$ cat src/rtl/uop_arb_pkg.sv
package uop_arb_pkg;

    localparam int NPORT = 5;

    localparam logic [2:0] CLS_P0    = 3'd0;
    localparam logic [2:0] CLS_P1    = 3'd1;
    localparam logic [2:0] CLS_FLEX  = 3'd2;
    localparam logic [2:0] CLS_LOAD  = 3'd3;
    localparam logic [2:0] CLS_STORE = 3'd4;

    typedef enum logic [1:0] {
        ST_EMPTY   = 2'd0,
        ST_PARTIAL = 2'd1,
        ST_FULL    = 2'd2
    } pool_state_e;

    function automatic logic class_legal(input logic [2:0] c);
        return c <= CLS_STORE;
    endfunction

endpackage

$ cat src/rtl/uop_oldest_pick.sv
module uop_oldest_pick #(
    parameter int N = 8
) (
    input  logic [N-1:0] req,
    output logic         hit,
    output logic [N-1:0] sel
);
    // lowest set bit = oldest requester
    assign sel = req & (~req + N'(1));
    assign hit = |req;
endmodule

$ cat src/rtl/uop_pool.sv
module uop_pool #(
    parameter int N     = 8,
    parameter int TAG_W = 4,
    localparam int CNT_W = $clog2(N + 1)
) (
    input  logic             clk,
    input  logic             rst_n,
    input  logic [N-1:0]     remove,
    input  logic             alloc_en,
    input  logic [2:0]       alloc_cls,
    input  logic             alloc_rdy,
    input  logic [TAG_W-1:0] alloc_tag,
    input  logic             wake_valid,
    input  logic [TAG_W-1:0] wake_tag,
    output logic [N-1:0]     ent_valid,
    output logic [N-1:0]     ent_rdy,
    output logic [2:0]       ent_cls [N],
    output logic [TAG_W-1:0] ent_tag [N],
    output logic [CNT_W-1:0] count
);
    logic [2:0]       cls_q [N];
    logic [TAG_W-1:0] tag_q [N];
    logic [N-1:0]     rdy_q;
    logic [CNT_W-1:0] count_q;

    logic [2:0]       cls_d [N];
    logic [TAG_W-1:0] tag_d [N];
    logic [N-1:0]     rdy_d;
    logic [CNT_W-1:0] count_d;

    genvar g;
    generate
        for (g = 0; g < N; g++) begin : g_valid
            assign ent_valid[g] = CNT_W'(g) < count_q;
        end
    endgenerate

    // collapse survivors toward slot 0, then append the new entry
    always_comb begin
        logic [CNT_W-1:0] wp;
        wp = '0;
        for (int i = 0; i < N; i++) begin
            cls_d[i] = '0;
            tag_d[i] = '0;
            rdy_d[i] = 1'b0;
        end
        for (int i = 0; i < N; i++) begin
            if (ent_valid[i] && !remove[i]) begin
                cls_d[wp[$clog2(N)-1:0]] = cls_q[i];
                tag_d[wp[$clog2(N)-1:0]] = tag_q[i];
                rdy_d[wp[$clog2(N)-1:0]] = rdy_q[i] | (wake_valid && (wake_tag == tag_q[i]));
                wp = wp + CNT_W'(1);
            end
        end
        if (alloc_en && (wp < CNT_W'(N))) begin
            cls_d[wp[$clog2(N)-1:0]] = alloc_cls;
            tag_d[wp[$clog2(N)-1:0]] = alloc_tag;
            rdy_d[wp[$clog2(N)-1:0]] = alloc_rdy | (wake_valid && (wake_tag == alloc_tag));
            wp = wp + CNT_W'(1);
        end
        count_d = wp;
    end

    always_ff @(posedge clk) begin
        if (!rst_n) begin
            count_q <= '0;
            rdy_q   <= '0;
            for (int i = 0; i < N; i++) begin
                cls_q[i] <= '0;
                tag_q[i] <= '0;
            end
        end else begin
            count_q <= count_d;
            rdy_q   <= rdy_d;
            for (int i = 0; i < N; i++) begin
                cls_q[i] <= cls_d[i];
                tag_q[i] <= tag_d[i];
            end
        end
    end

    assign ent_rdy = rdy_q;
    assign ent_cls = cls_q;
    assign ent_tag = tag_q;
    assign count   = count_q;

    // only present, ready entries may be removed
    a_r7_ready_only: assert property (@(posedge clk) disable iff (!rst_n)
        (remove & ~(ent_valid & rdy_q)) == '0);

    // count moves by writes minus removals
    a_r8_count_track: assert property (@(posedge clk) disable iff (!rst_n)
        1'b1 |=> int'(count_q) == int'($past(count_q)) + int'($past(alloc_en))
                                  - $past($countones(remove)));

    // never more entries than slots
    a_r9_no_overflow: assert property (@(posedge clk) disable iff (!rst_n)
        count_q <= CNT_W'(N));
endmodule

$ cat src/rtl/uop_port_alloc.sv
module uop_port_alloc
    import uop_arb_pkg::*;
#(
    parameter int N = 8
) (
    input  logic             clk,
    input  logic             rst_n,
    input  logic [N-1:0]     ent_valid,
    input  logic [N-1:0]     ent_rdy,
    input  logic [2:0]       ent_cls [N],
    input  logic [NPORT-1:0] port_busy,
    output logic [N-1:0]     port_sel [NPORT],
    output logic [N-1:0]     remove
);
    localparam int NCLS = 5;

    logic [N-1:0] req_c [NCLS];
    logic [N-1:0] sel_c [NCLS];
    logic [NCLS-1:0] hit_c;
    logic [N-1:0] flex2_req, flex2_sel;
    logic         flex2_hit;

    genvar c, i;
    generate
        for (c = 0; c < NCLS; c++) begin : g_cls
            for (i = 0; i < N; i++) begin : g_ent
                assign req_c[c][i] = ent_valid[i] && ent_rdy[i] && (ent_cls[i] == 3'(c));
            end
            uop_oldest_pick #(.N(N)) u_pick (
                .req (req_c[c]),
                .hit (hit_c[c]),
                .sel (sel_c[c])
            );
        end
    endgenerate

    assign flex2_req = req_c[CLS_FLEX] & ~sel_c[CLS_FLEX];

    uop_oldest_pick #(.N(N)) u_pick_flex2 (
        .req (flex2_req),
        .hit (flex2_hit),
        .sel (flex2_sel)
    );

    logic fix0, fix1, free0, free1, st_ok;

    always_comb begin
        fix0  = hit_c[CLS_P0] && !port_busy[0];
        fix1  = hit_c[CLS_P1] && !port_busy[1];
        free0 = !port_busy[0] && !hit_c[CLS_P0];
        free1 = !port_busy[1] && !hit_c[CLS_P1];
        st_ok = hit_c[CLS_STORE] && !port_busy[3] && !port_busy[4];

        port_sel[0] = '0;
        if (fix0)
            port_sel[0] = sel_c[CLS_P0];
        else if (free0 && hit_c[CLS_FLEX])
            port_sel[0] = sel_c[CLS_FLEX];

        port_sel[1] = '0;
        if (fix1)
            port_sel[1] = sel_c[CLS_P1];
        else if (free1 && !free0 && hit_c[CLS_FLEX])
            port_sel[1] = sel_c[CLS_FLEX];
        else if (free1 && free0 && flex2_hit)
            port_sel[1] = flex2_sel;

        port_sel[2] = (!port_busy[2] && hit_c[CLS_LOAD]) ? sel_c[CLS_LOAD] : '0;
        port_sel[3] = st_ok ? sel_c[CLS_STORE] : '0;
        port_sel[4] = st_ok ? sel_c[CLS_STORE] : '0;

        remove = port_sel[0] | port_sel[1] | port_sel[2] | port_sel[3];
    end

    // each port selects at most one entry
    a_r5_single_pick: assert property (@(posedge clk) disable iff (!rst_n)
        $onehot0(port_sel[0]) && $onehot0(port_sel[1]) && $onehot0(port_sel[2])
        && $onehot0(port_sel[3]));

    // port 0 never goes to a flexible entry while a ready port-0 entry waits
    a_r3_fixed_first: assert property (@(posedge clk) disable iff (!rst_n)
        (|(port_sel[0] & req_c[CLS_FLEX])) |-> !(|req_c[CLS_P0]));

    // the two ALU ports never take the same entry
    a_r4_distinct_alu: assert property (@(posedge clk) disable iff (!rst_n)
        (port_sel[0] & port_sel[1]) == '0);
endmodule

$ cat src/rtl/uop_port_arbiter.sv
module uop_port_arbiter
    import uop_arb_pkg::*;
#(
    parameter int DEPTH = 8,
    parameter int TAG_W = 4,
    localparam int CNT_W = $clog2(DEPTH + 1)
) (
    input  logic                   clk,
    input  logic                   rst_n,
    input  logic                   alloc_valid,
    input  logic [2:0]             alloc_class,
    input  logic                   alloc_ready,
    input  logic [TAG_W-1:0]       alloc_tag,
    input  logic                   wake_valid,
    input  logic [TAG_W-1:0]       wake_tag,
    input  logic [4:0]             port_busy,
    output logic [4:0]             grant_valid,
    output logic [5*TAG_W-1:0]     grant_tag,
    output logic [CNT_W-1:0]       pool_count,
    output logic                   pool_full
);
    logic [DEPTH-1:0] ent_valid, ent_rdy, remove;
    logic [2:0]       ent_cls [DEPTH];
    logic [TAG_W-1:0] ent_tag [DEPTH];
    logic [DEPTH-1:0] port_sel [NPORT];
    logic             accept;

    pool_state_e state_q, state_d;

    uop_pool #(.N(DEPTH), .TAG_W(TAG_W)) u_pool (
        .clk        (clk),
        .rst_n      (rst_n),
        .remove     (remove),
        .alloc_en   (accept),
        .alloc_cls  (alloc_class),
        .alloc_rdy  (alloc_ready),
        .alloc_tag  (alloc_tag),
        .wake_valid (wake_valid),
        .wake_tag   (wake_tag),
        .ent_valid  (ent_valid),
        .ent_rdy    (ent_rdy),
        .ent_cls    (ent_cls),
        .ent_tag    (ent_tag),
        .count      (pool_count)
    );

    uop_port_alloc #(.N(DEPTH)) u_alloc (
        .clk       (clk),
        .rst_n     (rst_n),
        .ent_valid (ent_valid),
        .ent_rdy   (ent_rdy),
        .ent_cls   (ent_cls),
        .port_busy (port_busy),
        .port_sel  (port_sel),
        .remove    (remove)
    );

    // per-port tag mux from one-hot selections
    genvar p;
    generate
        for (p = 0; p < NPORT; p++) begin : g_port
            always_comb begin
                grant_tag[p*TAG_W +: TAG_W] = '0;
                for (int i = 0; i < DEPTH; i++) begin
                    if (port_sel[p][i])
                        grant_tag[p*TAG_W +: TAG_W] = grant_tag[p*TAG_W +: TAG_W] | ent_tag[i];
                end
            end
            assign grant_valid[p] = |port_sel[p];
        end
    endgenerate

    // occupancy FSM: next-state process
    always_comb begin
        int net;
        net     = int'(pool_count) + int'(accept) - $countones(remove);
        state_d = state_q;
        unique case (state_q)
            ST_EMPTY: begin
                if (accept)                               // fill
                    state_d = (net == DEPTH) ? ST_FULL : ST_PARTIAL;
            end
            ST_PARTIAL: begin
                if (net == 0)          state_d = ST_EMPTY;   // drain
                else if (net == DEPTH) state_d = ST_FULL;    // top-off
            end
            ST_FULL: begin
                if (remove != '0)                         // release
                    state_d = (net == 0) ? ST_EMPTY : ST_PARTIAL;
            end
            default: state_d = ST_EMPTY;
        endcase
    end

    always_ff @(posedge clk) begin
        if (!rst_n) state_q <= ST_EMPTY;
        else        state_q <= state_d;
    end

    // occupancy FSM: output process
    always_comb begin
        pool_full = (state_q == ST_FULL);
        accept    = alloc_valid && class_legal(alloc_class) && (state_q != ST_FULL);
    end

    // busy ports stay idle
    a_r6_busy_idle: assert property (@(posedge clk) disable iff (!rst_n)
        (grant_valid & port_busy) == 5'b0);

    // store address and data ports are granted as a pair with one tag
    a_r2_store_pair: assert property (@(posedge clk) disable iff (!rst_n)
        (grant_valid[3] == grant_valid[4]) &&
        (!grant_valid[3] || grant_tag[3*TAG_W +: TAG_W] == grant_tag[4*TAG_W +: TAG_W]));

    // FSM full flag agrees with the occupancy counter
    a_r10_full_flag: assert property (@(posedge clk) disable iff (!rst_n)
        pool_full == (pool_count == CNT_W'(DEPTH)));
endmodule

$ cat config.mk
export PLATFORM = sky130hd
export DESIGN_NAME = uop_port_arbiter
export DESIGN_NICKNAME = d
export VERILOG_FILES = /design/src/rtl/uop_arb_pkg.sv /design/src/rtl/uop_oldest_pick.sv /design/src/rtl/uop_pool.sv /design/src/rtl/uop_port_alloc.sv /design/src/rtl/uop_port_arbiter.sv
export SDC_FILE = /design/constraint.sdc
export NUM_CORES = 1
export LEC_CHECK = 0
export ABC_AREA = 0
export CELL_PAD_IN_SITES_DETAIL_PLACEMENT = 0
export CELL_PAD_IN_SITES_GLOBAL_PLACEMENT = 1
export CORE_ASPECT_RATIO = 1.5
export CORE_MARGIN = 4
export CORE_UTILIZATION = 35
export CTS_CLUSTER_DIAMETER = 50
export DETAILED_ROUTE_END_ITERATION = 7
export HOLD_SLACK_MARGIN = 0.1
export PLACE_DENSITY = 0.73
export SKIP_LAST_GASP = 1
export SLEW_MARGIN = 20
export SYNTH_ARGS = -nofsm -noshare
export SYNTH_HDL_FRONTEND = slang
export SYNTH_HIERARCHICAL = 1
export SYNTH_SLANG_ARGS = --single-unit
$ cat constraint.sdc
create_clock -name clk -period 8.65 [get_ports clk]
set_clock_uncertainty 0.05 [all_clocks]
set_input_delay 1.2975 -clock clk [delete_from_list [all_inputs] [get_ports clk]]
set_output_delay 1.2975 -clock clk [all_outputs]
set_load 0.03 [all_outputs]
# Yosys cells after proc, flatten, opt, wreduce, memory -nomap -nowiden

Cells that the tools add are included.

Register bits after elaboration: 70
Bits in latches: 0
Bits in writable memories: 0
ROM bits: 0
Bits of input ports: 21
Output and inout port bits: 30
Word-level logic and storage cells: 482
Memories kept: 0

$add $sub $neg: 23
$mul: 0
Div/mod/pow operators: 0
Order comparisons: 42
Equality and inequality tests: 48
Shift operators: 0
Mux-type cells: 154
Bitwise operators: 62
Reductions and logical operators: 134

Operators by type and width:

| kind                | number |
|---|---|
| $bwmux 32           | 8 |
| $mux 32             | 8 |
| $mux 4              | 49 |
| $bwmux 24           | 8 |
| $mux 24             | 8 |
| $mux 8              | 15 |
| $or 4x4->4          | 28 |
| $demux 4 s3         | 8 |
| $logic_and 1x1->1   | 96 |
| $reduce_or 8->1     | 10 |
| $demux 3 s3         | 8 |
| $bwmux 8            | 8 |
| $and 8x8->8         | 7 |
| $not 8->8           | 7 |
| $add 8x1->8 const B | 6 |
| $eq 3x2->1 const B  | 16 |
| $eq 4x4->1          | 9 |
| $ge 4x4->1 const B  | 8 |
| $logic_not 32->1    | 1 |
| $lt 4x1->1 const B  | 8 |
| $add 4x1->4 const B | 7 |
| $lt 3x4->1 const B  | 7 |
| $not 3->4           | 7 |
| $mux 3              | 9 |
| other kinds (34)    | 117 |

# Depth between registers and ports, before layout

Depth in word-level cells: 41
Depth in mapped cells: 44
Mapped depth without buffers: 40

# By module

The synthesis kept the hierarchy.

By module, submodules not included:

| module           | instances | cells an instance | area an instance (µm²) | seq. area each (µm²) |
|---|---|---|---|---|
| uop_pool         | 1         | 964               | 7050.5                 | 1361.3 |
| uop_port_alloc   | 1         | 177               | 1331.3                 | 0.0 |
| uop_port_arbiter | 1         | 165               | 1262.5                 | 40.0 |
| uop_oldest_pick  | 6         | 12                | 101.3                  | 0.0 |

# Least setup slack after synthesis

Ideal clock, no wire load.

Path type: register -> register
Start point: reg u_pool.count_q[3], in the netlist u_pool/count[3]
End point: reg u_pool.tag_q, in the netlist u_pool/ent_tag[18]
Setup time: 0.134 ns
Data arrival time: 9.131 ns
Required time: 8.466 ns
Slack: -0.666 ns
Cell stages (with the launch flop): 44
Buffers on the path: 5
Clock period less this slack: 9.316 ns
Cells stage by stage: dfxtp_1 > buf_4 > nor3_2 > inv_1 > nand2_1 > nor4b_1 > and2b_2 > nor2b_1 > nor4_4 > nand3_1 > clkdlybuf4s18_2 > nand3_1 > nand4b_1 > nor2_1 > inv_1 > ha_1 > clkbuf_1 > inv_1 > [... 8 more ...] > inv_1 > ha_1 > or3_1 > o31ai_1 > inv_2 > ha_1 > o22a_1 > o41ai_2 > inv_2 > ha_1 > nand2_1 > xor2_2 > nand2_1 > or3_1 > buf_2 > buf_6 > nor2_1 > a211oi_2

RTL lines:

| element                         | RTL line       | RTL |
|---|---|---|
| from (decl)                     | uop_pool.sv:24 | `logic [CNT_W-1:0] count_q;` |
| from (signal assigned)          | uop_pool.sv:73 | `count_q <= count_d;` |
| to (signal, indexed assignment) | uop_pool.sv:77 | `tag_q[i] <= tag_d[i];` |
| to (decl)                       | uop_pool.sv:22 | `logic [TAG_W-1:0] tag_q [N];` |

==> summary.md <==
| Metric | Value |
|---|---|
| Worst-Skew Late Latency | `between 0.3 and 0.4 ns` |
| Num CTS Buffers | `9` |
| Setup Viol. Count Final | `0` |
| Reg2reg end | `u_pool/ent_cls[11]$_SDFF_PN0_` |
| Clock sink count | `70` |
| Outcome | `finished, final reports clean` |
| Setup TNS Final | `0 ns` |
| Vias in the first global route | `about 12000` |
| Req. time, crit path | `8.90 ns` |
| Number of flops mapped to enable cells by yosys | `0` |
| Most numerous cell in the Yosys netlist | `nand2_1` |
| CP top delay family | `simple AND/OR/NAND/NOR gates` |
| Area growth from synthesis to layout | `16.9%` |
| Seq/Total Area, Yosys | `0.137` |
| DRT Wirelength | `roughly 52000 um` |
| Number of routed nets with antenna violations | `0` |
| Max Cap Viol | `0` |
| Main flop type after synthesis | `dfxtp_1` |
| Hold WC Path Type | `flop to flop` |
| Cell mode on critical path | `ha_1` |
| Die Ht | `between 200 and 250 um` |
| CP startpoint kind | `flop` |
| H-tree depth | `3` |
| Static Leak | `about 0.0043 uW` |
| Netlist cell types | `~100` |
| FMAX | `roughly 120 MHz` |
| Syn avg cell area | `7.44 um2` |
| CTS clock-pin slew for the worst setup and hold paths | `approximately 0.07 ns` |
| Yosys top cell by area | `dfxtp_1` |
| Gr usage total | `0.310` |
| Via count | `12500` |
| Largest net degree at the start of global routing | `between 40 and 50` |
| WS Path Type | `flop to flop` |
| Clk root buf | `clkbuf_16` |
| CP bufs+invs | `7` |
| Antenna Cells | `0` |
| Mux contribution to synthesized area | `0.0186` |
| Max-slew headroom | `0.245` |
| Total grt overflow | `0` |
| Worst Setup SP | `u_pool/count[3]$_SDFF_PN0_` |
| Router iterations before antenna repair | `7` |
| TritonCTS clock tree | `built` |
| Power, Total | `about 2200 uW` |
| Detail Placement HPWL | `about 39000 um` |
| RR Startpoint | `u_pool/count[3]$_SDFF_PN0_` |
| Asr flop ratio synth | `0` |
| Post-Syn Nets | `between 1000 and 1500` |
| Port bufs | `50` |
| Maximum clock path buffer count | `2` |
| Vias per cell | `approximately 7` |
| Crit path capture | `u_pool/ent_cls[11]$_SDFF_PN0_` |
| Adder-Cell Fraction of Synth Area | `0.0312` |
| Cell count along the critical path | `37` |
| Residual DRC | `0` |
| Final hold viol count | `0` |
| Cell area after synthesis | `10300 um2` |
| Largest family of logic cells by synthesized area | `compound AO/OA/AOI/OAI gates` |
| Die X | `about 150 um` |
| Fin nets | `roughly 1500` |
| Initial antenna violation count | `0` |
| Share of cells above drive strength 1 | `0.175` |
| Cell Rows | `76` |
| Hold_sp | `u_pool/ent_tag[3]$_SDFF_PN0_` |
| Power density over the cells | `187 nW/um2` |
| Synth warn | `6` |
| Tmin final | `8.26 ns` |
| Dpl cell area | `around 11000 um2` |
| Initial core utilization | `0.356` |
| Cell area after layout | `~12000 um2` |
| Worst Tran Pin Value | `around 1.1 ns` |
| Simple-gate share of the synthesized area | `0.325` |
| Fin. max-slew vios | `0` |
| Gate Count Post-Synth | `roughly 1400` |
| Worst R2R Path Depth | `37` |
| Share of the synthesized area in the top cell type | `0.137` |
| Core area | `slightly below 30000 um2` |
| Full die area | `about 32000 um2` |
| Peak VDD IR | `~0.18 mV` |
| Flop2flop setup slack | `approximately 0.39 ns` |
| First-pass GRT wire length | `between 70000 and 80000 um` |
| List of most frequent post-synthesis cells | `nand2_1 (115), nor2_1 (110), a22oi_1 (97)` |
| Iter 0 DRT Violations | `between 1500 and 2000` |
| Synth Area in Compound Gates | `0.350` |
| #FFs+latches synth | `70` |
| Crit path DAT | `8.51 ns` |
| WL per Instance | `around 29 um` |
| I/O pins | `51` |
| Area share of xor/xnor cells in the synthesized design | `0.0604` |
| GPL Wtd Cong | `~1` |
| Critical path's slowest cell | `nor4b_4` |
| Top cells by area, synth | `dfxtp_1 (14%), a22oi_1 (7.1%), nand2_1 (4.2%)` |
| Worst-path fanout max | `10` |
| Fin crit share | `0.955` |
| Slowest stage delay, CP | `approximately 0.5 ns` |
| Setup crit end kind | `flop` |
-- worst min-delay path by stage --
stage	endpoint	slack, ns	cells after the start
floorplan	state_q[1]$_SDFFE_PN0P_	0.51	2
global placement	u_pool/ent_tag[2]$_SDFF_PN0_	0.47	2
detailed placement	u_pool/ent_tag[3]$_SDFF_PN0_	0.49	2
CTS	u_pool/ent_tag[2]$_SDFF_PN0_	0.50	2
global route	u_pool/ent_tag[3]$_SDFF_PN0_	0.53	2
finish	u_pool/ent_tag[3]$_SDFF_PN0_	0.49	2
-- cell families after synthesis --
kind of cell	count (synthesis)
compound gates	476
xor+xnor	55
flops	70
mux	17
simple gates	573
buf+inv	165
fa+ha+maj	22
-- layout make-up --
type | count | area (um2)
fill | 2957 | 16800
multi-input combinational | 1143 | 8310
sequential | 70 | 1420
timing repair buffer | 158 | 1320
tap | 390 | 488
clock buffer | 9 | 225
inverter | 39 | 146
clock inverter | 7 | 77.6
-- state kept, by name, indices dropped and copies added (netlist names) --
signal and count:
state_q 2, u_pool/count 4, u_pool/ent_cls 24, u_pool/ent_rdy 8
u_pool/ent_tag 32
-- power breakdown --
part | internal (uW) | switching (uW)
registers | 378 | 187
clock network | 227 | 180
logic | 496 | 766
total | 1100 | 1130
-- timing repair --
item | in CTS | in global routing
hold buffers | 0 | 0
endpoints found under the setup margin | 23 | 68
pin swaps | 0 | 8
resized for setup | 3 | 27
buffers inserted | 0 | 15
-- worst register-to-register path: cells and delay by family (launching register included) --
| kind | cells | cell delay, ns |
|---|---|---|
| AOI/OAI and AO/OA | 7 | 1.10 |
| and+or+nand+nor | 16 | 3.97 |
| buffers and inverters | 7 | 0.71 |
| adders and majority gates | 6 | 1.81 |
| xor gates and xnor gates | 1 | 0.11 |
| DFF | 1 | 0.48 |
-- cells in the final DEF, fill, tap and decap left out, types with 8 or more instances in the layout --
cell type / netlist / layout
inv_1: 35 / 35
a221o_1: 12 / 12
nand2_1: 115 / 113
and2_1: 21 / 21
xor2_1: 30 / 30
nor4_1: 25 / 23
nor4_4: 7 / 8
o2bb2ai_1: 8 / 8
a211oi_1: 52 / 51
a211o_1: 17 / 17
nor2b_1: 13 / 13
nand4_1: 26 / 26
nor4b_1: 32 / 21
buf_4: 20 / 107
a31oi_1: 24 / 23
ha_1: 16 / 16
mux2i_1: 13 / 13
clkdlybuf4s50_1: 0 / 50
nor3_1: 68 / 66
a32o_1: 8 / 8
clkbuf_16: 0 / 9
nand3_1: 35 / 32
nor2_1: 110 / 106
a22o_1: 19 / 19
nand3b_1: 8 / 8
nor4bb_1: 8 / 8
o21ai_0: 46 / 46
o22ai_1: 12 / 12
a21oi_1: 46 / 46
o211ai_1: 40 / 40
nor3b_1: 16 / 14
and3_1: 13 / 13
dfxtp_1: 70 / 66
xnor2_1: 14 / 13
a22oi_1: 97 / 97
a221oi_1: 27 / 27
-- layer usage --
metal / part of all wire / wire length (um) / GRT usage / vias up
met3: 0.082 / 4300 / 0.0407 / 249
li1: - / - / - / 5469
met4: 0.082 / 4310 / 0.214 / 0
met5: 0 / 0 / 0 / -
met2: 0.48 / 25000 / 0.530 / 858
met1: 0.36 / 18700 / 0.358 / 5907
-- stage by stage --
stage / worst slack (ns) / cells / hold slack, ns / util
after floorplan: 0.0394 / 1378 / 0.508 / -
after global placement: 0.0910 / 1785 / 0.473 / 0.395
after detailed placement: -0.109 / 1785 / 0.488 / 0.395
after CTS: 0.0423 / 1801 / 0.495 / 0.407
after global routing: -0.0378 / 1816 / 0.528 / 0.416
final: 0.392 / 1816 / 0.488 / 0.416
Note: power is estimated with default switching activity, not from simulation.
